`src/rtl/ptw_pkg.sv`:
```
package ptw_pkg;

  localparam int ADDR_W  = 32;
  localparam int OFF_W   = 12;
  localparam int IDX_W   = 10;
  localparam int ENT_W   = 32;
  localparam int WORD_LG = 2;
  localparam int PFN_W   = ADDR_W - OFF_W;

  typedef logic [ADDR_W-1:0] addr_t;
  typedef logic [ENT_W-1:0]  entry_t;
  typedef logic [PFN_W-1:0]  pfn_t;
  typedef logic [IDX_W-1:0]  idx_t;

  typedef enum logic [2:0] {
    ST_IDLE   = 3'd0,
    ST_RD_DIR = 3'd1,
    ST_WT_DIR = 3'd2,
    ST_RD_TBL = 3'd3,
    ST_WT_TBL = 3'd4,
    ST_DONE   = 3'd5,
    ST_FAULT  = 3'd6
  } walk_state_e;

  // Top index field of the virtual address (directory slot).
  function automatic idx_t upper_index(input addr_t va);
    return va[ADDR_W-1 -: IDX_W];
  endfunction

  // Middle index field of the virtual address (table slot).
  function automatic idx_t lower_index(input addr_t va);
    return va[OFF_W +: IDX_W];
  endfunction

  // Page frame carried in an entry or base register.
  function automatic pfn_t frame_of(input entry_t e);
    return e[ENT_W-1 -: PFN_W];
  endfunction

  // Presence flag of an entry.
  function automatic logic is_present(input entry_t e);
    return e[0];
  endfunction

  // Word address of slot idx inside the page with frame pfn.
  function automatic addr_t slot_addr(input pfn_t pfn, input idx_t idx);
    addr_t a;
    a = '0;
    a[ADDR_W-1 -: PFN_W] = pfn;
    a[WORD_LG +: IDX_W]  = idx;
    return a;
  endfunction

  // Physical address from frame and the untouched page offset.
  function automatic addr_t join_phys(input pfn_t pfn, input addr_t va);
    return {pfn, va[OFF_W-1:0]};
  endfunction

endpackage

```
`src/rtl/ptw_fsm.sv`:
```
module ptw_fsm
  import ptw_pkg::*;
(
  input  logic clk,
  input  logic rst_n,
  input  logic req_valid,
  input  logic mem_rd_ready,
  input  logic mem_rsp_valid,
  input  logic rsp_present,
  input  logic res_ready,
  output logic req_ready,
  output logic mem_rd_valid,
  output logic mem_rsp_ready,
  output logic res_valid,
  output logic sel_tbl,
  output logic evt_accept,
  output logic evt_dir_hit,
  output logic evt_dir_miss,
  output logic evt_tbl_hit,
  output logic evt_tbl_miss,
  output logic evt_res_take
);

  walk_state_e st_q, st_d;

  always_comb begin
    st_d = st_q;
    unique case (st_q)
      ST_IDLE:   if (req_valid)     st_d = ST_RD_DIR;
      ST_RD_DIR: if (mem_rd_ready)  st_d = ST_WT_DIR;
      ST_WT_DIR: if (mem_rsp_valid) st_d = rsp_present ? ST_RD_TBL : ST_FAULT;
      ST_RD_TBL: if (mem_rd_ready)  st_d = ST_WT_TBL;
      ST_WT_TBL: if (mem_rsp_valid) st_d = rsp_present ? ST_DONE : ST_FAULT;
      ST_DONE,
      ST_FAULT:  if (res_ready)     st_d = ST_IDLE;
      default:                      st_d = ST_IDLE;
    endcase
  end

  always_ff @(posedge clk) begin
    if (!rst_n) st_q <= ST_IDLE;
    else        st_q <= st_d;
  end

  assign req_ready     = (st_q == ST_IDLE);
  assign mem_rd_valid  = (st_q == ST_RD_DIR) || (st_q == ST_RD_TBL);
  assign mem_rsp_ready = (st_q == ST_WT_DIR) || (st_q == ST_WT_TBL);
  assign res_valid     = (st_q == ST_DONE) || (st_q == ST_FAULT);
  assign sel_tbl       = (st_q == ST_RD_TBL);

  assign evt_accept   = req_ready && req_valid;
  assign evt_dir_hit  = (st_q == ST_WT_DIR) && mem_rsp_valid && rsp_present;
  assign evt_dir_miss = (st_q == ST_WT_DIR) && mem_rsp_valid && !rsp_present;
  assign evt_tbl_hit  = (st_q == ST_WT_TBL) && mem_rsp_valid && rsp_present;
  assign evt_tbl_miss = (st_q == ST_WT_TBL) && mem_rsp_valid && !rsp_present;
  assign evt_res_take = res_valid && res_ready;

endmodule

```
`src/rtl/ptw_datapath.sv`:
```
module ptw_datapath
  import ptw_pkg::*;
(
  input  logic   clk,
  input  logic   rst_n,
  input  addr_t  req_vaddr,
  input  addr_t  req_root,
  input  entry_t mem_rsp_data,
  input  logic   sel_tbl,
  input  logic   evt_accept,
  input  logic   evt_dir_hit,
  input  logic   evt_dir_miss,
  input  logic   evt_tbl_hit,
  input  logic   evt_tbl_miss,
  output logic   rsp_present,
  output addr_t  mem_rd_addr,
  output logic   res_fault,
  output logic   res_fault_lvl,
  output addr_t  res_paddr,
  output addr_t  res_vaddr
);

  addr_t va_q;
  pfn_t  dir_pfn_q;
  pfn_t  tbl_pfn_q;
  pfn_t  page_pfn_q;
  logic  fault_q;
  logic  lvl_q;

  addr_t dir_slot;
  addr_t tbl_slot;

  assign rsp_present = is_present(mem_rsp_data);
  assign dir_slot    = slot_addr(dir_pfn_q, upper_index(va_q));
  assign tbl_slot    = slot_addr(tbl_pfn_q, lower_index(va_q));
  assign mem_rd_addr = sel_tbl ? tbl_slot : dir_slot;

  always_ff @(posedge clk) begin
    if (!rst_n) begin
      va_q       <= '0;
      dir_pfn_q  <= '0;
      tbl_pfn_q  <= '0;
      page_pfn_q <= '0;
      fault_q    <= 1'b0;
      lvl_q      <= 1'b0;
    end else begin
      if (evt_accept) begin
        va_q      <= req_vaddr;
        dir_pfn_q <= frame_of(req_root);
        fault_q   <= 1'b0;
        lvl_q     <= 1'b0;
      end
      if (evt_dir_hit) tbl_pfn_q <= frame_of(mem_rsp_data);
      if (evt_dir_miss) begin
        fault_q <= 1'b1;
        lvl_q   <= 1'b0;
      end
      if (evt_tbl_hit) page_pfn_q <= frame_of(mem_rsp_data);
      if (evt_tbl_miss) begin
        fault_q <= 1'b1;
        lvl_q   <= 1'b1;
      end
    end
  end

  assign res_fault     = fault_q;
  assign res_fault_lvl = lvl_q;
  assign res_vaddr     = va_q;
  assign res_paddr     = fault_q ? '0 : join_phys(page_pfn_q, va_q);

endmodule

```
`src/rtl/ptw_walker.sv`:
```
module ptw_walker
  import ptw_pkg::*;
(
  input  logic        clk,
  input  logic        rst_n,
  input  logic        req_valid,
  output logic        req_ready,
  input  logic [31:0] req_vaddr,
  input  logic [31:0] req_root,
  output logic        mem_rd_valid,
  input  logic        mem_rd_ready,
  output logic [31:0] mem_rd_addr,
  input  logic        mem_rsp_valid,
  output logic        mem_rsp_ready,
  input  logic [31:0] mem_rsp_data,
  output logic        res_valid,
  input  logic        res_ready,
  output logic        res_fault,
  output logic        res_fault_lvl,
  output logic [31:0] res_paddr,
  output logic [31:0] res_vaddr
);

  logic rsp_present;
  logic sel_tbl;
  logic evt_accept;
  logic evt_dir_hit;
  logic evt_dir_miss;
  logic evt_tbl_hit;
  logic evt_tbl_miss;
  logic evt_res_take;

  ptw_fsm u_fsm (
    .clk           (clk),
    .rst_n         (rst_n),
    .req_valid     (req_valid),
    .mem_rd_ready  (mem_rd_ready),
    .mem_rsp_valid (mem_rsp_valid),
    .rsp_present   (rsp_present),
    .res_ready     (res_ready),
    .req_ready     (req_ready),
    .mem_rd_valid  (mem_rd_valid),
    .mem_rsp_ready (mem_rsp_ready),
    .res_valid     (res_valid),
    .sel_tbl       (sel_tbl),
    .evt_accept    (evt_accept),
    .evt_dir_hit   (evt_dir_hit),
    .evt_dir_miss  (evt_dir_miss),
    .evt_tbl_hit   (evt_tbl_hit),
    .evt_tbl_miss  (evt_tbl_miss),
    .evt_res_take  (evt_res_take)
  );

  ptw_datapath u_dp (
    .clk           (clk),
    .rst_n         (rst_n),
    .req_vaddr     (req_vaddr),
    .req_root      (req_root),
    .mem_rsp_data  (mem_rsp_data),
    .sel_tbl       (sel_tbl),
    .evt_accept    (evt_accept),
    .evt_dir_hit   (evt_dir_hit),
    .evt_dir_miss  (evt_dir_miss),
    .evt_tbl_hit   (evt_tbl_hit),
    .evt_tbl_miss  (evt_tbl_miss),
    .rsp_present   (rsp_present),
    .mem_rd_addr   (mem_rd_addr),
    .res_fault     (res_fault),
    .res_fault_lvl (res_fault_lvl),
    .res_paddr     (res_paddr),
    .res_vaddr     (res_vaddr)
  );

endmodule

```
`config.mk`:
```
export PLATFORM = sky130hd
export DESIGN_NAME = ptw_walker
export DESIGN_NICKNAME = d
export VERILOG_FILES = /design/src/rtl/ptw_pkg.sv /design/src/rtl/ptw_fsm.sv /design/src/rtl/ptw_datapath.sv /design/src/rtl/ptw_walker.sv
export SDC_FILE = /design/constraint.sdc
export NUM_CORES = 1
export LEC_CHECK = 0
export ABC_CLOCK_PERIOD_IN_PS = 2150
export BUFFER_PORTS_ARGS = -buffer_cell sky130_fd_sc_hd__buf_4
export CAP_MARGIN = 40
export CORE_MARGIN = 4
export CORE_UTILIZATION = 47
export CTS_CLUSTER_DIAMETER = 50
export DETAILED_ROUTE_END_ITERATION = 6
export GPL_TIMING_DRIVEN = 0
export PLACE_DENSITY = 0.8
export SETUP_SLACK_MARGIN = 0.1
export SYNTH_ARGS = -nofsm -noshare
export SYNTH_HDL_FRONTEND = slang
export SYNTH_HIERARCHICAL = 1
export SYNTH_SLANG_ARGS = --single-unit
```
`constraint.sdc`:
```
create_clock -name clk -period 2.15 [get_ports clk]
set_input_delay 0.43 -clock clk [delete_from_list [all_inputs] [get_ports clk]]
set_output_delay 0.43 -clock clk [all_outputs]
set_load 0.01 [all_outputs]
```
; ---- Word level (Yosys, flattened, before mapping)
; Index checks and enable logic that the tools add are counted.
[totals]
ff_bits = 97
input_bits = 102
output_inout_bits = 102
[classes]
n_eq_ne = 12
muxes = 16
n_reduce_logical = 15
[ops]
columns = cell, count
row1 = $mux W32, 2
row2 = $mux W3, 7
row3 = $pmux W3 S6, 1
row4 = $ne A2 B2 Y1 const B, 6
row5 = $eq A3 B3 Y1 const B, 3
row6 = $logic_and A1 B1 Y1, 7
row7 = $eq A3 B2 Y1 const B, 2
row8 = $reduce_and A6 Y1, 1
row9 = $mux W1, 5
row10 = $eq A3 B1 Y1 const B, 1
row11 = $logic_not A3 Y1, 1
row12 = $logic_or A1 B1 Y1, 3
row13 = $reduce_bool A3 Y1, 1
row14 = $mux W2, 1
row15 = $reduce_or A2 Y1, 1
row16 = $logic_not A1 Y1, 1

; ---- Logic depth before layout (Yosys ltp)
[logic_depth]
ltp_word = 5
depth_mapped = 8
depth_no_buf = 4

; ---- By module
; Netlist, hierarchy kept.
[by_module_without_submodules]
columns = module, n_inst, cells_each, area_per_inst_um2, seq_area_each_um2
row1 = ptw_datapath, 1, 374, 4191.5, 1881.8
row2 = ptw_fsm, 1, 45, 335.3, 60.1

; ---- Least setup slack after synthesis
; No wires, ideal clock.
[synth_path]
path_kind = flip-flop to output port
startpoint = reg u_fsm.st_q[0]
endpoint = out mem_rd_addr[10]
arrival_time_ns = 1.540
setup_slack_ns = 0.180
stages_incl_launch_ff = 6
n_path_buf = 3
cell_sequence = dfxtp_1 > clkbuf_1 > clkbuf_1 > and2_1 > buf_2 > mux2_1
[synth_via]
elab_chain_cells = 2
[synth_lines]
columns = item, line_no
row1 = "start, declared", ptw_fsm.sv:24  ; walk_state_e st_q, st_d;
row2 = "start signal, assigned", ptw_fsm.sv:42  ; else st_q <= st_d;
row3 = $eq A3 B2 Y1, ptw_fsm.sv:49  ; assign sel_tbl = (st_q == ST_RD_TBL);
row4 = named net sel_tbl, ptw_walker.sv:25  ; logic sel_tbl;
row5 = $mux W32, ptw_datapath.sv:36  ; assign mem_rd_addr = sel_tbl ? tbl_slot : dir_slot;
row6 = "end, declared", ptw_walker.sv:12  ; output logic [31:0] mem_rd_addr,
; The timed path passes the listed nets, and every way through them passes these cells.

; ---- Worst setup path in the final report
[layout_path]
startpoint = reg u_fsm.st_q[2]
endpoint = out mem_rd_addr[27]
; The elaborated chain is that of the path after synthesis.

==> results.py <==
metrics = {
    "outcome": {
        "status": "finished with violations",
        "violations": "setup timing",
    },
    "worst_setup_path": {
        "critPathMaxStageDelay_ns": 0.36,
        "required_ns": 1.72,
        "critical_path_class": "reg -> out",
        "cp-end-kind": "output pin",
        "cp-start-kind": "flop",
        "cpMaxStageDelayCell": "dfxtp_4",
        "worstPathArrival_ns": 1.80,
        "path_common_cell": "buf_6",
        "crit_chain": "buf_6 -> nor2b_4 -> and2_4 -> buf_4 -> buf_8 -> mux2_4 -> buf_6",
        "crit_fanout": 5,
    },
    "power": {
        "power.total_mw": 6.00,
        "power_density_nw_per_um2": 890,
        "power_leakage_nw": 2.95,
        "irDropWorstVdd_v": 0.000424,
    },
    "global_routing": {
        "grt_usage": 0.217,
        "grt_overflow_total": 0,
        "grt_pass1_vias": 3769,
        "antenna_found_initial": 0,
        "grt_pass1_wl_um": 19400,
        "grt_start_max_net_pins": 16,
    },
    "drt": {
        "firstDrtPassIters": 4,
        "post_drt_wl_per_cell_um": 16.5,
        "via_per_inst": 4.84,
        "dr_total_vias": 3650,
        "dr.first_iter.drc_count": 99,
        "drc": 0,
        "wirelength_um": 12400,
        "ant_nets": 0,
    },
    "sta": {
        "drv_slew": 0,
        "finalClockSkew_ns": 0.00933,
        "post-route-period-util": 1.04,
        "rsz0062_at_grt": "yes",
        "period_needed_ns": 2.23,
        "hold_ws_ns": 0.329,
        "hold_viol_final": 0,
        "setup_violations": 30,
        "fmax_mhz": 449,
        "layout_setup_ws_ns": -0.0780,
    },
    "cells_and_area": {
        "fin_area_um2": 6750,
        "stdcell_count": 754,
        "n_antenna_cell": 0,
        "final_cell_mix": "166 x buf_4, 126 x nor2b_1, 94 x dfxtp_1",
        "final_layout_size_suffix_gt1_frac": 0.437,
        "mostFrequentLayoutCell": "buf_4",
        "nFillCells": 702,
        "syn2layout_area_growth_pct": 49.3,
        "area.sequential_um2": 1950,
        "multiInputGateArea_um2": 2440,
        "fin_nets": 724,
    },
    "placed_design": {
        "numPortBuffers": 177,
        "dp.cells": 725,
        "post_dp_cell_area_um2": 6010,
        "pre_cts_slack_ns": -0.265,
        "place_congestion": 0.825,
        "place.detailed.hpwl_um": 9020,
    },
    "worst_hold_path": {
        "holdCritPathClass": "in -> reg",
    },
    "die": {
        "fp.dieArea_um2": 11300,
        "start_util": 0.487,
        "die_x_um": 106,
        "num_rows": 35,
        "core-area_um2": 9280,
        "ios": 204,
        "die_h_um": 106,
    },
    "clock_tree": {
        "ctsHoldBuffers": 0,
        "htree_num_levels": 3,
        "tritoncts": "built",
        "clk_latency_ns": 0.35,
        "cts.sinks": 97,
        "cts.clk_slew.worst_paths_ns": 0.09,
        "cts_root_buf": "clkbuf_8",
        "cts_made_buffers": 9,
        "clk_path_buf_depth": 2,
    },
    "job": {
        "max_cap_violations": 0,
    },
    "synth": {
        "avgSynthCellArea_um2": 10.8,
        "yosys_warnings": 6,
        "syn_inst": 418,
        "synth_area_um2": 4520,
    },
}
cell type report:
type,count,share of cell area
multi-input combinational,287,0.362
sequential,97,0.289
timing repair buffer,192,0.238
buffer,33,0.0486
tap,129,0.0239
clock inverter,5,0.0191
clock buffer,9,0.0184
inverter,2,0.00111
flip-flops by register name (all words and copies together) (netlist names):
signal              count
u_dp/res_vaddr         32
u_dp/res_fault          1
u_dp/tbl_pfn_q         20
u_dp/dir_pfn_q         20
u_dp/res_fault_lvl      1
u_dp/page_pfn_q        20
u_fsm/st_q              3
repair_timing:
item / in CTS / in global routing
endpoints found under the setup margin: 40 / 54
buffers inserted: 9 / 4
cloned: 2 / 1
pin swaps: 1 / 1
gates resized for setup: 89 / 7
path summary, 6_finish.rpt:
kind / to / startpoint / slack, ns / cells past startpoint
hold / removal: u_dp/res_vaddr[0]$_SDFFE_PN0P_ / req_vaddr[0] / 0.33 / 3
hold reg to reg: u_dp/page_pfn_q[17]$_SDFFE_PN0P_ / u_dp/page_pfn_q[17]$_SDFFE_PN0P_ / 0.52 / 2
setup reg to reg: u_dp/res_vaddr[28]$_SDFFE_PN0P_ / u_fsm/st_q[0]$_SDFFE_PN0P_ / 0.30 / 9
setup / recovery: mem_rd_addr[27] / u_fsm/st_q[2]$_SDFFE_PN0P_ / -0.08 / 7
metrics by stage:
stage                      util  setup TNS, ns
after floorplan               -              0
after global placement    0.648          -6.52
after detailed placement  0.648          -6.86
after CTS                 0.723          -1.11
after global routing      0.727          -2.90
final                     0.727          -1.58
routing by layer:
metal,up-vias,global-route usage,part of all wire
met2,125,0.381,0.50
li1,1791,-,-
met5,-,0,0
met4,0,0.0629,0.018
met3,17,0.0468,0.062
met1,1717,0.266,0.42
critical path: cells and delay by family (launching register included):
family	cells	cell delay, ns
simple gates	2	0.27
flops	1	0.36
buf+inv	4	0.50
mux	1	0.32
power by group:
part,switching [mW],internal (mW)
combinational,0.984,1.38
clock,0.605,0.882
sequential,0.141,2.01
Note: power is estimated with default switching activity, not from simulation.
